## src/rtl/trap_entry_pkg.sv

```systemverilog
package trap_entry_pkg;

   localparam int TTW  = 9;
   localparam int PS_W = 12;

   // processor-state bit positions
   localparam int PS_AG   = 0;
   localparam int PS_IE   = 1;
   localparam int PS_PRIV = 2;
   localparam int PS_PEF  = 4;
   localparam int PS_RED  = 5;
   localparam int PS_MG   = 10;
   localparam int PS_IG   = 11;

   // trap type codes used by the class decode
   localparam logic [TTW-1:0] TT_IFAULT = 9'h008;
   localparam logic [TTW-1:0] TT_CLEAN  = 9'h024;
   localparam logic [TTW-1:0] TT_DFAULT = 9'h030;
   localparam logic [TTW-1:0] TT_IVEC   = 9'h060;
   localparam logic [6:0]     TT_IMISS4 = 7'h19;  // 0x064..0x067
   localparam logic [6:0]     TT_DMISS4 = 7'h1A;  // 0x068..0x06B
   localparam logic [6:0]     TT_DPROT4 = 7'h1B;  // 0x06C..0x06F
   localparam logic [2:0]     TT_SPILL8 = 3'b010; // 0x080..0x0BF
   localparam logic [2:0]     TT_FILL8  = 3'b011; // 0x0C0..0x0FF

   typedef enum logic [1:0] {GS_ALT, GS_MMU, GS_INT} gsel_e;
   typedef enum logic [1:0] {WK_NONE, WK_CLEAN, WK_SPILL, WK_FILL} wkind_e;

   function automatic gsel_e globals_of(input logic [TTW-1:0] tt);
      gsel_e g;
      if (tt == TT_IFAULT || tt == TT_DFAULT ||
          tt[8:2] == TT_IMISS4 || tt[8:2] == TT_DMISS4 || tt[8:2] == TT_DPROT4)
         g = GS_MMU;
      else if (tt == TT_IVEC)
         g = GS_INT;
      else
         g = GS_ALT;
      return g;
   endfunction

   function automatic wkind_e window_of(input logic [TTW-1:0] tt);
      wkind_e k;
      if (tt == TT_CLEAN)
         k = WK_CLEAN;
      else if (tt[8:6] == TT_SPILL8)
         k = WK_SPILL;
      else if (tt[8:6] == TT_FILL8)
         k = WK_FILL;
      else
         k = WK_NONE;
      return k;
   endfunction

endpackage

```

## src/rtl/trap_level_step.sv

```systemverilog
module trap_level_step #(
   parameter int MAXTL = 6,
   parameter int TLW   = 3
) (
   input  logic [TLW-1:0] cur_tl,
   output logic [TLW-1:0] nxt_tl,
   output logic           red,
   output logic           ovf
);
   localparam logic [TLW-1:0] TL_TOP  = TLW'(MAXTL);
   localparam logic [TLW-1:0] TL_EDGE = TLW'(MAXTL - 1);

   always_comb begin
      ovf    = (cur_tl >= TL_TOP);
      red    = (cur_tl == TL_EDGE);
      nxt_tl = ovf ? cur_tl : cur_tl + 1'b1;
   end
endmodule

```

## src/rtl/trap_window_step.sv

```systemverilog
module trap_window_step
   import trap_entry_pkg::*;
#(
   parameter int NWIN = 8,
   parameter int CWW  = 3
) (
   input  logic [CWW-1:0] cur_cwp,
   input  logic [CWW-1:0] cansave,
   input  wkind_e         kind,
   output logic [CWW-1:0] nxt_cwp
);
   localparam int EW = CWW + 3;
   localparam logic [EW-1:0] OFF_CLEAN = EW'(NWIN - 1);
   localparam logic [EW-1:0] OFF_SPILL = EW'(2 * NWIN - 2);

   logic [EW-1:0] base;

   always_comb begin
      case (kind)
         WK_CLEAN: base = EW'(cur_cwp) + OFF_CLEAN;
         WK_SPILL: base = EW'(cur_cwp) + OFF_SPILL - EW'(cansave);
         WK_FILL:  base = EW'(cur_cwp) + EW'(1);
         default:  base = EW'(cur_cwp);
      endcase
   end

   generate
      if ((NWIN & (NWIN - 1)) == 0) begin : g_pow2
         assign nxt_cwp = base[CWW-1:0];
      end else begin : g_mod
         assign nxt_cwp = CWW'(base % EW'(NWIN));
      end
   endgenerate
endmodule

```

## src/rtl/trap_vector_gen.sv

```systemverilog
module trap_vector_gen
   import trap_entry_pkg::*;
#(
   parameter int AW = 64
) (
   input  logic           hyper,
   input  logic           upper,
   input  logic [AW-1:0]  tba,
   input  logic [AW-1:0]  htba,
   input  logic [TTW-1:0] tt,
   output logic [AW-1:0]  pc,
   output logic [AW-1:0]  npc
);
   localparam logic [AW-1:0] N_MASK = ~{{(AW-15){1'b0}}, 15'h7FFF};
   localparam logic [AW-1:0] H_MASK = ~{{(AW-14){1'b0}}, 14'h3FFF};
   localparam logic [AW-1:0] UP_BIT = {{(AW-15){1'b0}}, 15'h4000};

   logic [AW-1:0] off;

   always_comb begin
      off = {{(AW-TTW-5){1'b0}}, tt, 5'b00000};
      if (hyper)
         pc = (htba & H_MASK) | off;
      else
         pc = (tba & N_MASK) | off | (upper ? UP_BIT : '0);
      npc = pc + AW'(4);
   end
endmodule

```

## src/rtl/trap_entry_seq.sv

```systemverilog
module trap_entry_seq
   import trap_entry_pkg::*;
#(
   parameter int AW    = 64,
   parameter int MAXTL = 6,
   parameter int NWIN  = 8,
   parameter int GLW   = 3,
   parameter bit GL_EN = 1'b1,
   localparam int TLW  = $clog2(MAXTL + 1),
   localparam int CWW  = $clog2(NWIN),
   localparam int SW   = GLW + PS_W + CWW
) (
   input  logic             clk,
   input  logic             rst_n,
   input  logic             trap_go,
   input  logic [TTW-1:0]   trap_type,
   input  logic             hyper_mode,
   input  logic [TLW-1:0]   cur_tl,
   input  logic [PS_W-1:0]  cur_pstate,
   input  logic [CWW-1:0]   cur_cwp,
   input  logic [CWW-1:0]   cur_cansave,
   input  logic [GLW-1:0]   cur_gl,
   input  logic [AW-1:0]    cur_pc,
   input  logic [AW-1:0]    cur_npc,
   input  logic [AW-1:0]    tba,
   input  logic [AW-1:0]    htba,
   output logic             ts_we,
   output logic [TLW-1:0]   ts_idx,
   output logic [SW-1:0]    ts_state,
   output logic [AW-1:0]    ts_pc,
   output logic [AW-1:0]    ts_npc,
   output logic [TTW-1:0]   ts_tt,
   output logic [TLW-1:0]   new_tl,
   output logic [PS_W-1:0]  new_pstate,
   output logic [CWW-1:0]   new_cwp,
   output logic [GLW-1:0]   new_gl,
   output logic [AW-1:0]    new_pc,
   output logic [AW-1:0]    new_npc,
   output logic             done,
   output logic             err
);
   // elaboration-time parameter checks
   generate
      if (MAXTL < 2)  begin : g_bad_tl  $error("MAXTL must be at least 2");  end
      if (NWIN < 2)   begin : g_bad_win $error("NWIN must be at least 2");   end
      if (AW < 16)    begin : g_bad_aw  $error("AW must be at least 16");    end
      if (GLW < 1)    begin : g_bad_gl  $error("GLW must be at least 1");    end
   endgenerate

   logic [TLW-1:0]  tl_nx;
   logic            red_nx, ovf;
   logic [CWW-1:0]  cwp_nx;
   logic [AW-1:0]   pc_nx, npc_nx;
   logic [PS_W-1:0] ps_nx;
   logic [GLW-1:0]  gl_nx;
   gsel_e           gsel;
   wkind_e          wkind;
   logic            take;

   assign gsel  = globals_of(trap_type);
   assign wkind = window_of(trap_type);
   assign take  = trap_go && !ovf;

   trap_level_step #(.MAXTL(MAXTL), .TLW(TLW)) u_level (
      .cur_tl (cur_tl),
      .nxt_tl (tl_nx),
      .red    (red_nx),
      .ovf    (ovf)
   );

   trap_window_step #(.NWIN(NWIN), .CWW(CWW)) u_window (
      .cur_cwp (cur_cwp),
      .cansave (cur_cansave),
      .kind    (wkind),
      .nxt_cwp (cwp_nx)
   );

   trap_vector_gen #(.AW(AW)) u_vector (
      .hyper (hyper_mode),
      .upper (tl_nx > TLW'(1)),
      .tba   (tba),
      .htba  (htba),
      .tt    (trap_type),
      .pc    (pc_nx),
      .npc   (npc_nx)
   );

   always_comb begin
      ps_nx          = '0;
      ps_nx[PS_PEF]  = 1'b1;
      ps_nx[PS_PRIV] = 1'b1;
      ps_nx[PS_RED]  = red_nx;
      case (gsel)
         GS_MMU:  ps_nx[PS_MG] = 1'b1;
         GS_INT:  ps_nx[PS_IG] = 1'b1;
         default: ps_nx[PS_AG] = 1'b1;
      endcase
   end

   generate
      if (GL_EN) begin : g_gl_step
         assign gl_nx = cur_gl + 1'b1;
      end else begin : g_gl_hold
         assign gl_nx = cur_gl;
      end
   endgenerate

   always_ff @(posedge clk or negedge rst_n) begin
      if (!rst_n) begin
         ts_we      <= 1'b0;
         ts_idx     <= '0;
         ts_state   <= '0;
         ts_pc      <= '0;
         ts_npc     <= '0;
         ts_tt      <= '0;
         new_tl     <= '0;
         new_pstate <= '0;
         new_cwp    <= '0;
         new_gl     <= '0;
         new_pc     <= '0;
         new_npc    <= '0;
         done       <= 1'b0;
         err        <= 1'b0;
      end else begin
         done  <= take;
         err   <= trap_go && ovf;
         ts_we <= take;
         if (take) begin
            ts_idx     <= tl_nx;
            ts_state   <= {cur_gl, cur_pstate, cur_cwp};
            ts_pc      <= cur_pc;
            ts_npc     <= cur_npc;
            ts_tt      <= trap_type;
            new_tl     <= tl_nx;
            new_pstate <= ps_nx;
            new_cwp    <= cwp_nx;
            new_gl     <= gl_nx;
            new_pc     <= pc_nx;
            new_npc    <= npc_nx;
         end
      end
   end
endmodule

```

## config.mk

```make
export PLATFORM = sky130hd
export DESIGN_NAME = trap_entry_seq
export DESIGN_NICKNAME = d
export VERILOG_FILES = /design/src/rtl/trap_entry_pkg.sv /design/src/rtl/trap_level_step.sv /design/src/rtl/trap_window_step.sv /design/src/rtl/trap_vector_gen.sv /design/src/rtl/trap_entry_seq.sv
export SDC_FILE = /design/constraint.sdc
export NUM_CORES = 1
export LEC_CHECK = 0
export ABC_AREA = 1
export BUFFER_PORTS_ARGS = -buffer_cell sky130_fd_sc_hd__buf_4
export CAP_MARGIN = 20
export CORE_AREA = 2 2 235 237
export CTS_BUF_LIST = sky130_fd_sc_hd__clkbuf_8
export DETAILED_ROUTE_END_ITERATION = 10
export DIE_AREA = 0 0 237 239
export PLACE_DENSITY = 0.38
export SLEW_MARGIN = 10
export SYNTH_ARGS = -nofsm -noshare
export SYNTH_HDL_FRONTEND = slang
export SYNTH_SLANG_ARGS = --single-unit
```

## constraint.sdc

```tcl
create_clock -name clk -period 0.8 [get_ports clk]
set_input_delay 0.12 -clock clk [delete_from_list [all_inputs] [get_ports clk]]
set_output_delay 0.12 -clock clk [all_outputs]
set_load 0.02 [all_outputs]
```

# Word-level counts from Yosys, hierarchy flattened
# Index checks and enable logic that the tools add are counted.
[word_totals]
in_bits = 293
output_inout_bits = 310
reg_bits = 300
[classes]
add_sub_neg = 7
mux = 12
n_eq_ne = 15
order_cmp = 2
n_reduce_logical = 8
bitwise = 3
[ops]
columns = ["cell", "n"]
rows = [
  ["64-bit by 14-bit OR with 64-bit output", 2],
  ["64-bit by 3-bit adder with 64-bit output (second input constant)", 1],
  ["64-bit 2-to-1 mux", 1],
  ["64-bit OR", 1],
  ["7-bit by 5-bit equality test with 1-bit output (second input constant)", 3],
  ["9-bit by 6-bit equality test with 1-bit output (second input constant)", 2],
  ["15-bit 2-to-1 mux", 1],
  ["2-bit 2-to-1 mux", 5],
  ["3-bit by 1-bit adder with 3-bit output (second input constant)", 3],
  ["9-bit by 4-bit equality test with 1-bit output (second input constant)", 1],
  ["9-bit by 7-bit equality test with 1-bit output (second input constant)", 1],
  ["3-bit one-hot mux with 3 select lines", 1],
  ["3-bit adder (second input constant)", 2],
  ["2-bit equality test (second input constant)", 3],
  ["3-bit by 2-bit equality test with 1-bit output (second input constant)", 2],
  ["2-bit by 1-bit equality test with 1-bit output (second input constant)", 2],
  ["1-bit logical OR", 4],
  ["3-bit equality test (second input constant)", 1],
  ["3-bit greater-or-equal comparator (second input constant)", 1],
  ["3-bit by 1-bit > comparator with 1-bit output (second input constant)", 1],
  ["1-bit 2-to-1 mux", 3],
  ["3-bit 2-to-1 mux", 1],
  ["3-bit subtractor", 1],
  ["1-bit logical AND", 2],
  ["other kinds (2)", 2],
]

# Depth between registers and ports, before layout
[logic_depth]
depth_word = 9
mapped_depth = 14
mapped_depth_nobuf = 14

# By module
# From an unflattened synthesis, not the netlist that was laid out.
[hier_totals]
cells_unflattened = 1601
area_unflattened_um2 = 13047.5
[by_module_without_submodules]
columns = ["mod", "cells_each", "seq_area_each_um2", "n_inst", "area_per_inst_um2"]
rows = [
  ["trap_entry_seq", 1295, 7482.2, 1, 11444.7],
  ["trap_vector_gen", 242, 0.0, 1, 1270.0],
  ["trap_window_step", 44, 0.0, 1, 225.2],
  ["trap_level_step", 20, 0.0, 1, 107.6],
]

# Worst setup path before layout
# No wires, ideal clock.
[synth_path]
kind = "input -> register"
startpoint = "input cur_cwp[1]"
endpoint = "register new_cwp[2]"
cell_stages = 14
t_arrival_ps = 1151
slack_ps = -464
setup_time_ps = 113
path_cell_list = "inv_1 -> ha_1 -> inv_1 -> ha_1 -> inv_1 -> nand2_1 -> nand2_1 -> nand2_1 -> nand3_1 -> nand2_1 -> inv_1 -> nand3_1 -> nand2_1 -> inv_1"
[synth_via]
elab_chain_cells = 3
[synth_rtl]
columns = ["element", "line_no", "text"]
rows = [
  ["start, declared", "trap_entry_seq.sv:20", "input logic [CWW-1:0] cur_cwp,"],
  ["3-bit adder", "trap_window_step.sv:21", "WK_SPILL: base = EW'(cur_cwp) + OFF_SPILL - EW'(cansave);"],
  ["3-bit subtractor", "trap_window_step.sv:21", ""],
  ["3-bit one-hot mux with 3 select lines *", "trap_window_step.sv:19", "case (kind)"],
  ["end signal, assigned", "trap_entry_seq.sv:136", "new_cwp <= cwp_nx;"],
  ["end, declared", "trap_entry_seq.sv:35", "output logic [CWW-1:0] new_cwp,"],
]
# Mark *: on every way between the ends. The rest lies on a longest branch, timed or not.
# A chain may end at the register's enable or synchronous reset.

# Final worst setup path
[layout_path]
startpoint = "register new_pc[14]"
endpoint = "output new_pc[14]"
[layout_rtl]
columns = ["element", "line_no", "text"]
rows = [
  ["start, declared", "trap_entry_seq.sv:37", "output logic [AW-1:0] new_pc,"],
  ["start signal, assigned", "trap_entry_seq.sv:138", "new_pc <= pc_nx;"],
]
# No word-level cell between the ends.

==> summary by stage <==
Detailed routing
The post-route antenna net violation count is 0. For this block, the initial DRC count from the detailed router was 372. For this block, the routed nets add up to 42.16 mm of wire. In the final routed layout, each cell accounts on average for ~15 um.

Summing over every cut layer, the via total after detailed routing is 10600. The vias per cell is between 3 and 4. The number of search-and-repair iterations in the first detailed-routing pass is 4.

In the routed design, unresolved DRC markers number 0.

Critical path
On the worst path, the slowest cell contributes a delay of 0.40 ns. STA puts the critical path data required time at just under 0.7 ns. Counting both buffers and inverters, the worst setup path holds a total of 2. The worst setup path is captured at a primary output.

The startpoint type of the worst setup path is a flip-flop. The critical path goes through buf_6 > buf_6. Along the worst path, the maximum fanout reaches 2. The worst endpoint data arrival time is 1.23 ns. The cell occurring most often along the worst timing path is buf_6. The standard cell with the maximum stage delay on the critical path is dfrtp_1. Grouping stages by cell kind, the critical path spends the most delay in flip-flops. The path type of the worst setup path is reg -> out.

Outcome
The checks that failed: negative hold slack, negative setup slack. The flow ran to the end, but the final reports show violations.

Global route
The total routing resource utilization after global routing is between 10% and 20%. The maximum number of pins on one net before global-route repair is 42. The initial antenna violation count is 2. The first global-routing pass estimated 63.05 mm of wire.

The via count of the first global-routing pass is between 10000 and 15000. The global-route congestion overflow total is 0.

Cells and area
The fill cell instance count of the final layout is around 5600. The cell area after layout is ~20000 um2. The area growth from synthesis to layout is 103.9%. The share of layout cells above drive strength 1 is between 30% and 40%. The net count of the finished layout is approximately 2300.

Floorplanning
The placeable core region is between 50000 and 60000 um2. The y dimension of the die is 239 um. From left edge to right edge, the die measures around 240 um. The number of placement rows is between 80 and 90. The number of I/O pins is about 600. The starting utilization of the core area is 18.00%. The floorplan step defined a die boundary enclosing 56640 um2.

Power and ir drop
The power density relative to cell area is between 1500 and 2000 nW/um2. The worst-case IR drop observed on VDD is 1.023 mV. The leakage dissipation is a little over 10 nW.

Placed design
The standard cell area after detailed placement is 14780 um2. Detailed placement ended at an HPWL of 30.27 mm. The weighted congestion at the end of routability-driven global placement is between 0.7 and 0.8. The count of buffers added on input and output ports is ~560. The worst slack at placement is -0.5510 ns.

Yosys
For this run, the number of Yosys warnings is 0. The synthesized design contains approximately 220 register bits. Synthesis produced a netlist whose cell count is ~1200. The cell type with the largest total area after synthesis is dfrtp_1. The cell area that synthesis handed to floorplanning was roughly 9800 um2. The number of distinct library cell variants in the gate-level netlist after synthesis is 28. In this run the mean area of a mapped cell was roughly 8.5 um2. In the post-synthesis netlist, the biggest area contributors are dfrtp_1, nand2_1, buf_4, a31oi_1, nor2_1.

Sequential elements use a little under three fifths of the synthesized area. After synthesis, the largest area contributor takes up around 57% of total cell area.

Clock tree
The clock-pin transition on the worst setup and hold timing paths is ~0.06 ns. The TritonCTS clock tree is built. The longest clock path from root to sink contains 3 buffers. At the later pin of the worst-skew pair, clock insertion delay measures 0.58 ns. The clock drives around 220 sinks. The CTS buffer count is 45. Clock tree synthesis selected as its root buffer the cell clkbuf_8. The number of levels in the clock H-tree is 2.

STA
The count of pins over their slew limit is 0. The clock arrives with 0 ns of skew. Setup repair after global routing could not meet its margin everywhere. Hold timing on the final database bottoms out at a slack of -0.03363 ns.

The highest attainable clock frequency is between 700 and 800 MHz. The count of endpoints failing hold in the final timing report is 1. The least setup slack across all paths after layout is -0.5521 ns. Setup violations remaining at the end of the flow were counted as between 500 and 600. The post-route minimum period is 1.352 ns.

In the finished design, the share of the clock period the worst path needs comes to 169.0%.

Worst hold path
The min-delay analysis places its worst path in the category in -> reg.

Job
The count of maximum capacitance violations is 0.
==> path summary, 6_finish.rpt <==
check	to	cells past startpoint	slack, ns	start
max in group asynchronous	new_pc[22]	3	0.27	rst_n
worst max register to register	new_pc[26]	3	-0.02	new_pc[26]
worst max-delay path	new_pc[14]	2	-0.55	new_pc[14]
worst min-delay path	new_pstate[11]	5	-0.03	trap_type[7]
worst min register to register	ts_pc[22]	2	0.50	ts_pc[22]
min in group asynchronous	ts_state[7]	2	0	rst_n
==> flip-flops by register name, indices dropped and copies added, names as in the netlist <==
name,cells
ts_npc,64
ts_tt,8
new_pc,50
new_npc,1
done,1
ts_pc,64
new_gl,3
new_cwp,3
ts_state,18
new_pstate,5
new_tl,3
err,1
==> cells by family after synthesis <==
group,Yosys count,share of synthesized area [%]
XOR/XNOR,2,0.1791
AND/OR/NAND/NOR,674,26.23
buffers and inverters,176,11.46
AO/OA/AOI/OAI,74,4.579
adder cells (fa/ha/maj),7,0.9721
flip-flops,221,56.54
other,1,0.03834
==> synth_stat cells <==
library cell / instances
nand4_1: 2
o21a_1: 1
inv_2: 1
nand2_1: 581
fa_1: 1
inv_1: 26
nor3_1: 3
dfrtp_1: 221
nor2_2: 1
xnor2_1: 1
clkinv_1: 1
a21oi_1: 3
o31ai_1: 1
or2_1: 2
o21ai_1: 2
xor2_1: 1
buf_2: 32
a41oi_2: 1
buf_4: 90
ha_1: 6
conb_1: 1
buf_6: 11
clkbuf_1: 15
nand3_1: 12
o21ai_0: 17
nor2_1: 71
a31oi_1: 49
nand2_2: 2
==> worst reg2reg max path, cell delays in order (launching register included) <==
cell	delay, ns
dfrtp_1	0.42
buf_6	0.14
nor2_2	0.10
a31oi_1	0.04
==> final cells by class <==
type | count | area [um2] | share of cell area [%]
repair buffers | 951 | 9170 | 45.99
clock inverters | 18 | 73.82 | 0.3702
clock buffers | 55 | 757.0 | 3.796
inverters | 28 | 125.1 | 0.6275
well taps | 704 | 880.8 | 4.417
multi-input cells | 772 | 3367 | 16.89
flip-flops and latches | 221 | 5564 | 27.90
diodes | 1 | 2.502 | 0.01255
==> stage by stage <==
step | cells | util (%) | power, mW | setup TNS (ns)
finish | 2750 | 36.70 | 37.58 | -219.06
detailed placement | 2362 | 27.20 | 23.46 | -76.65
global placement | 2362 | 27.20 | 23.45 | -72.01
global route | 2750 | 36.70 | 39.67 | -248.53
floorplan | 1169 | - | 18.60 | -5.402
CTS | 2723 | 36.00 | 37.96 | -236.68
==> layer usage <==
layer / vias up / share of wire (%) / global-route usage [%]
li1: 5194 / - / -
met1: 4966 / 40 / 16.43
met2: 356 / 51 / 24.77
met3: 83 / 6.6 / 3.707
met4: 2 / 3.2 / 5.735
met5: - / 0.031 / 0
==> layout by cell type, fill, tap and decap left out, types with 2 or more instances in the layout <==
master	instances
buf_6	311
nor2_2	8
nor2_4	7
inv_1	36
buf_4	361
dfrtp_2	27
o21ai_0	15
conb_1	15
nand3_1	11
clkinv_2	2
o21ai_1	2
dfrtp_1	194
a31oi_1	49
inv_2	4
a21oi_1	2
ha_1	2
nand2_1	576
dlygate4sd3_1	262
or2_1	2
clkbuf_8	55
nor3_1	2
nand2_8	2
nor2_1	57
buf_12	16
nand4_1	2
nand2_2	5
ha_4	4
o21ai_2	2
==> report_power, final <==
group	internal (mW)	switching, mW	leakage (nW)
Clock	6.11	5.09	0.489
Sequential	12.6	1.35	2.63
Combinational	6.63	5.83	6.98
==> timing repair <==
action / 4_1_cts / 5_1_grt
hold endpoints to repair: 435 / 30
hold buffers: 259 / 9
buffers inserted: 29 / 27
setup endpoints to repair: 296 / 515
pin swaps: 8 / 12
gates resized for setup: 315 / 57
Power figures use the tool's default switching activity.
